**src/rtl/sparse_cmul.sv**
```systemverilog
module sparse_cmul #(
  parameter int SW  = 8,
  parameter int CW  = 8,
  parameter int SHW = 3,
  parameter int PW  = 16
) (
  input  logic          clk,
  input  logic          rst_n,
  input  logic          coef_ld,
  input  logic          coef_sd_mode,
  input  logic [CW-1:0] coef_bits,
  input  logic [SHW+1:0] term_a,
  input  logic [SHW+1:0] term_b,
  input  logic          in_valid,
  input  logic [SW-1:0] in_sample,
  output logic          out_valid,
  output logic [PW-1:0] out_prod,
  output logic          coef_bad
);
  localparam int NT   = 3;
  localparam int MAXB = 3;
  localparam int AW   = PW + 2;
  localparam int MAXC = (1 << CW) - 1;

  logic [NT-1:0]  t_en_q, t_neg_q, t_en_d, t_neg_d;
  logic [SHW-1:0] t_sh_q [NT];
  logic [SHW-1:0] t_sh_d [NT];
  logic           mode_q, bad_d;
  logic [CW-1:0]  coef_bits_q;

  always_comb begin
    int cnt;
    int sval;
    cnt = 0;
    sval = 0;
    t_en_d = '0;
    t_neg_d = '0;
    for (int k = 0; k < NT; k++) t_sh_d[k] = '0;
    if (!coef_sd_mode) begin
      for (int i = 0; i < CW; i++) begin
        if (coef_bits[i]) begin
          for (int k = 0; k < NT; k++)
            if (cnt == k) begin
              t_en_d[k] = 1'b1;
              t_sh_d[k] = SHW'(i);
            end
          cnt = cnt + 1;
        end
      end
      bad_d = (cnt > MAXB);
    end else begin
      t_en_d[0]  = term_a[SHW+1];
      t_neg_d[0] = term_a[SHW];
      t_sh_d[0]  = term_a[SHW-1:0];
      t_en_d[1]  = term_b[SHW+1];
      t_neg_d[1] = term_b[SHW];
      t_sh_d[1]  = term_b[SHW-1:0];
      if (term_a[SHW+1]) sval = term_a[SHW] ? sval - (1 << term_a[SHW-1:0]) : sval + (1 << term_a[SHW-1:0]);
      if (term_b[SHW+1]) sval = term_b[SHW] ? sval - (1 << term_b[SHW-1:0]) : sval + (1 << term_b[SHW-1:0]);
      bad_d = (sval < 0) || (sval > MAXC);
    end
  end

  always_ff @(posedge clk) begin
    if (!rst_n) begin
      t_en_q      <= '0;
      t_neg_q     <= '0;
      for (int k = 0; k < NT; k++) t_sh_q[k] <= '0;
      mode_q      <= 1'b0;
      coef_bad    <= 1'b0;
      coef_bits_q <= '0;
    end else if (coef_ld) begin
      t_en_q      <= t_en_d;
      t_neg_q     <= t_neg_d;
      for (int k = 0; k < NT; k++) t_sh_q[k] <= t_sh_d[k];
      mode_q      <= coef_sd_mode;
      coef_bad    <= bad_d;
      coef_bits_q <= coef_bits;
    end
  end

  logic signed [AW-1:0] part [NT];
  logic signed [AW-1:0] sum;

  for (genvar k = 0; k < NT; k++) begin : g_term
    logic signed [AW-1:0] shifted;
    assign shifted = $signed(AW'(in_sample) << t_sh_q[k]);
    assign part[k] = !t_en_q[k] ? '0 : (t_neg_q[k] ? -shifted : shifted);
  end

  assign sum = part[0] + part[1] + part[2];

  always_ff @(posedge clk) begin
    if (!rst_n) begin
      out_valid <= 1'b0;
      out_prod  <= '0;
    end else begin
      out_valid <= in_valid;
      if (in_valid) out_prod <= coef_bad ? '0 : sum[PW-1:0];
    end
  end

  assert_valid_follows_R6: assert property (@(posedge clk) disable iff (!rst_n)
    in_valid |=> out_valid);
  assert_no_spurious_valid_R6: assert property (@(posedge clk) disable iff (!rst_n)
    !in_valid |=> !out_valid);
  assert_bad_zeroes_R3: assert property (@(posedge clk) disable iff (!rst_n)
    (coef_bad && in_valid) |=> (out_prod == '0));
  assert_bin_product_R2: assert property (@(posedge clk) disable iff (!rst_n)
    (!mode_q && !coef_bad && in_valid) |=>
      (out_prod == PW'(PW'($past(in_sample)) * PW'($past(coef_bits_q)))));
  assert_bin_count_R3: assert property (@(posedge clk) disable iff (!rst_n)
    (coef_ld && !coef_sd_mode) |=> (coef_bad == ($countones($past(coef_bits)) > MAXB)));
  assert_hold_coef_R8: assert property (@(posedge clk) disable iff (!rst_n)
    !coef_ld |=> $stable(coef_bad));
endmodule

```
**config.mk**
```make
export PLATFORM = sky130hd
export DESIGN_NAME = sparse_cmul
export DESIGN_NICKNAME = d
export VERILOG_FILES = /design/src/rtl/sparse_cmul.sv
export SDC_FILE = /design/constraint.sdc
export NUM_CORES = 1
export LEC_CHECK = 0
export ABC_AREA = 1
export CAP_MARGIN = 30
export CORE_UTILIZATION = 52
export CTS_CLUSTER_DIAMETER = 60
export DETAILED_ROUTE_END_ITERATION = 16
export HOLD_SLACK_MARGIN = 0.15
export PLACE_DENSITY = 0.76
export SLEW_MARGIN = 25
export SYNTH_ARGS = -nofsm -noshare
export SYNTH_HDL_FRONTEND = slang
export SYNTH_SLANG_ARGS = --single-unit
```
**constraint.sdc**
```tcl
create_clock -name clk -period 5.8 [get_ports clk]
set_input_delay 0.87 -clock clk [delete_from_list [all_inputs] [get_ports clk]]
set_output_delay 0.87 -clock clk [all_outputs]
set_load 0.005 [all_outputs]
```
==> metrics list <==
* Result of the run: complete, no violations
- Once layout is complete, the utilization of the core stands at 59.6%.
- Registers take 731 um^2.
- From synthesis to final layout, the design area changed by 10.9%.
- Buffers placed on the I/O ports in this run total 48.
- Min-Delay Path Class: reg -> reg
* Number of top-level pins: 49
- Net count, final: 1,265
* Final non-filler cell area: 0.00721 mm^2
- Across the routed clock network, the largest skew measured is 0.0127 ns.
- Buffers inserted during clock tree synthesis total 5.
- Leak pwr: 3.58 nW
* Overall Power: 0.00119 W
- Sequential cell area fraction in the yosys report: 11.2%
* Core area: 0.0121 mm^2
* Post-layout instance count excluding filler cells: 1,327
- Final period utilization: 86.2%
* Number of fill cells in the layout: 1,226
- Number of antenna-violating nets in the routed design: 0
* Hold buffers post-CTS: 0
* Clock Sink Count: 32
- Met3 layer wire length in the routed design: 670 um
- Top flip-flop cell by instance count after synthesis: sky130_fd_sc_hd__dfxtp_1
* Maximum vdd drop: 0.106 mV
- Critical-path maximum fanout: 7
- The number of antenna violations at the first check in global routing was 0.
- TritonCTS built the clock tree.
- Routed signal wires occupy layers up through met4.
* Critical path start-end classification: in -> reg
- First-pass iteration count of the detailed router: 5
* Final weighted congestion in routability-driven placement: 0.953
- The max-slew violation total from the final report was 0.
- The worst path in the final design needs a cycle of 5.00 ns, including I/O delays and setup.
- Measured along the x axis, the die boundary spans 114 um.
- Post-synthesis instance total: 1,133
- Share of post-route cells with drive strength above 1: 6.21%
- Arrival time worst endpoint: 5.18 ns
- Synth Net Count: 1,240
- The number of antenna diodes in the final layout is 0.
- In the final routing, the length of wire on met1 measures 7300 um.
* Global-route congestion overflow total: 0
- For this run, design rule violations remaining after detail routing come to 0.
- Required time at the worst-slack endpoint: 5.98 ns
- Setup violations remaining at the end of the flow were counted as 0.
- The first global-routing pass estimated 28,100 um of wire.
- Effective utilization at floorplan: 53.7%
- The H-tree was split into 2 levels.
- Entering global routing, the biggest net connects 21 pins.
- Summing all placed instances gives a cell area of 0.00706 mm^2.
- Startpoint class of the critical path: primary input
- The routed design uses 7690 um of met2 wire.
- Clock transition at the registers of the reported paths: 0.06 ns
- Dividing the detail-routed via count by the number of cells gives 5.34.
- Async SR Flop Fraction: 0%
* Worst Setup End Kind: flip-flop
* Power per unit of standard cell area: 165 mW/mm^2
- The tree is rooted in a sky130_fd_sc_hd__clkbuf_16.
- Number of rows created at floorplan: 40
- For this run, the top clock speed supported by timing is 0.200 GHz.
- The longest clock path from root to sink contains 2 buffers.
* Postcts setup bufs: 0
- For this run, the total global-route usage over all layers was measured as 26.2%.
* Multi-input combinational cell area: 0.00498 mm^2
- Netlist area before placement: 0.00651 mm^2
* Placed instance count: 1,319
- Maxcap violations: 0
- Via count of the first global-routing pass: 6,464
- In the final routed layout, each cell accounts on average for 12.2 um.
- Synthesized area per cell: 5.74 um^2
- Clock insertion delay at the later pin of the skew report: 0.28 ns
- DPL Wire Length: 13,600 um
* Transition time at the pin with the least slew margin: 0.668 ns
- Headroom to the max-slew limit: 55.3%
- Final routed wirelength across all metal layers: 16,100 um
- In this run, the number of DRC markers left after iteration 0 of detailed routing was 384.
* Number of enable-type register cells in the synthesized netlist: 9
- RSZ-0062 raised after global routing: no
- Die footprint: 0.0130 mm^2
* Resized Gates After CTS: 0
- Flip-flop and latch count after synthesis: 32
- Number of hold violations in the final report: 0
- The number of different library cells used by synthesis comes to 47.
* Synthesis Warnings: 0
* Height of the die: 114 um
- Count of vias placed by the detailed router: 7,081
* Sum Neg Setup Slack: 0 ns
-- metal layers --
| metal | global-route usage [%] | vias to the layer above |
|---|---|---|
| li1 | - | 3742 |
| met1 | 33.1 | 3106 |
| met2 | 46.5 | 195 |
| met3 | 2.23 | 38 |
| met4 | 9.44 | 0 |
| met5 | 0 | - |
-- kinds of logic after synthesis --
logic type	Yosys count	synth area share [%]
simple gates	588	40.0
compound gates	229	19.3
buf+inv	203	12.2
fa+ha+maj	76	16.7
flops	32	11.2
xor+xnor	5	0.673
-- worst paths after layout --
path                       end  cells past startpoint  slack (ns)    startpoint
setup / recovery      coef_bad                     23        0.80  coef_bits[2]
setup reg to reg  out_prod[15]                     28        1.40  t_sh_q[0][3]
hold / removal    out_prod[11]                      2        0.46  out_prod[11]
hold reg to reg   out_prod[11]                      2        0.46  out_prod[11]
-- placed cells by master (no fill, tap or decap), types with 10 or more instances in the layout --
cell type / netlist / final
sky130_fd_sc_hd__nand4_1: 14 / 14
sky130_fd_sc_hd__nor2_1: 83 / 83
sky130_fd_sc_hd__dfxtp_1: 23 / 23
sky130_fd_sc_hd__a21boi_0: 10 / 10
sky130_fd_sc_hd__fa_1: 18 / 18
sky130_fd_sc_hd__a21oi_1: 81 / 81
sky130_fd_sc_hd__clkdlybuf4s50_1: 0 / 48
sky130_fd_sc_hd__nand3_1: 112 / 112
sky130_fd_sc_hd__nand2_2: 21 / 21
sky130_fd_sc_hd__ha_1: 58 / 58
sky130_fd_sc_hd__o21ai_0: 92 / 92
sky130_fd_sc_hd__o21ai_1: 10 / 10
sky130_fd_sc_hd__inv_1: 162 / 162
sky130_fd_sc_hd__nand2_1: 307 / 307
sky130_fd_sc_hd__nor2_2: 12 / 12
sky130_fd_sc_hd__or2_2: 10 / 10
-- Yosys cell counts (2+ instances only) --
library cell / n / area (um^2)
sky130_fd_sc_hd__ha_1: 58 / 726
sky130_fd_sc_hd__xor2_1: 4 / 35.0
sky130_fd_sc_hd__nand3_1: 112 / 561
sky130_fd_sc_hd__nand2_2: 21 / 131
sky130_fd_sc_hd__edfxtp_1: 9 / 270
sky130_fd_sc_hd__inv_2: 8 / 30.0
sky130_fd_sc_hd__buf_1: 3 / 11.3
sky130_fd_sc_hd__a31oi_1: 5 / 31.3
sky130_fd_sc_hd__o21ai_1: 10 / 50.1
sky130_fd_sc_hd__nand2_1: 307 / 1150
sky130_fd_sc_hd__o22ai_1: 6 / 37.5
sky130_fd_sc_hd__o211ai_1: 5 / 37.5
sky130_fd_sc_hd__a21boi_0: 10 / 75.1
sky130_fd_sc_hd__nor3_1: 9 / 45.0
sky130_fd_sc_hd__clkbuf_1: 17 / 63.8
sky130_fd_sc_hd__nand3_2: 5 / 50.1
sky130_fd_sc_hd__dfxtp_1: 23 / 460
sky130_fd_sc_hd__nor3_2: 3 / 30.0
sky130_fd_sc_hd__o21ai_0: 92 / 460
sky130_fd_sc_hd__a21oi_1: 81 / 405
sky130_fd_sc_hd__o21bai_1: 5 / 37.5
sky130_fd_sc_hd__a21boi_1: 2 / 15.0
sky130_fd_sc_hd__inv_1: 162 / 608
sky130_fd_sc_hd__fa_1: 18 / 360
sky130_fd_sc_hd__nor2_4: 2 / 22.5
sky130_fd_sc_hd__buf_2: 7 / 35.0
sky130_fd_sc_hd__or2_2: 10 / 62.6
sky130_fd_sc_hd__o21a_1: 4 / 30.0
sky130_fd_sc_hd__nand4_1: 14 / 87.6
sky130_fd_sc_hd__a21o_1: 3 / 22.5
sky130_fd_sc_hd__clkinv_1: 2 / 7.51
sky130_fd_sc_hd__buf_6: 2 / 22.5
sky130_fd_sc_hd__nand3b_1: 7 / 52.6
sky130_fd_sc_hd__nor2_1: 83 / 312
sky130_fd_sc_hd__nor2_2: 12 / 75.1
-- per-stage QoR --
stage / hold slack [ns] / setup slack [ns]
final: 0.462 / 0.799
after global routing: 0.484 / 0.490
after CTS: 0.463 / 0.801
after detailed placement: 0.455 / 0.512
after global placement: 0.454 / 0.648
after floorplan: 0.456 / 1.37
-- flip-flops by register name, summed over array words and instances, names as in the netlist --
name       count
t_en_q         3
t_neg_q        2
out_prod      16
out_valid      1
coef_bad       1
t_sh_q         9
-- power by group --
group          total [W]  internal [W]  switching [W]
registers       0.000281      0.000249      0.0000319
logic           0.000632      0.000229       0.000403
clock network   0.000279      0.000183      0.0000965
total            0.00119      0.000660       0.000532
-- worst max-delay path, cell delays in order --
cell and delay, ns:
sky130_fd_sc_hd__clkdlybuf4s50_1 0.52, sky130_fd_sc_hd__fa_1 0.71, sky130_fd_sc_hd__ha_1 0.28, sky130_fd_sc_hd__nand2_1 0.08, sky130_fd_sc_hd__nand2_2 0.09, sky130_fd_sc_hd__ha_1 0.27
sky130_fd_sc_hd__or2_2 0.31, sky130_fd_sc_hd__nand2_2 0.11, sky130_fd_sc_hd__inv_1 0.07, sky130_fd_sc_hd__ha_1 0.26, sky130_fd_sc_hd__nand2_1 0.06, sky130_fd_sc_hd__nand2_1 0.12
sky130_fd_sc_hd__ha_1 0.30, sky130_fd_sc_hd__nand2_1 0.06, sky130_fd_sc_hd__a21boi_1 0.32, sky130_fd_sc_hd__inv_1 0.12, sky130_fd_sc_hd__ha_1 0.21, sky130_fd_sc_hd__nand2_1 0.06
sky130_fd_sc_hd__nand2_1 0.06, sky130_fd_sc_hd__o21ai_1 0.08, sky130_fd_sc_hd__nand3b_1 0.09, sky130_fd_sc_hd__nand2_1 0.06, sky130_fd_sc_hd__nand3_1 0.07
-- area by class of cell --
class                   instances  share of cell area [%]
multi-input cells             898                    69.1
flip-flops and latches         32                    10.1
inverters                     173                    9.04
repair buffers                 48                    6.66
well taps                     168                    2.91
clock buffers                   8                    2.17
Power figures use the tool's default switching activity.
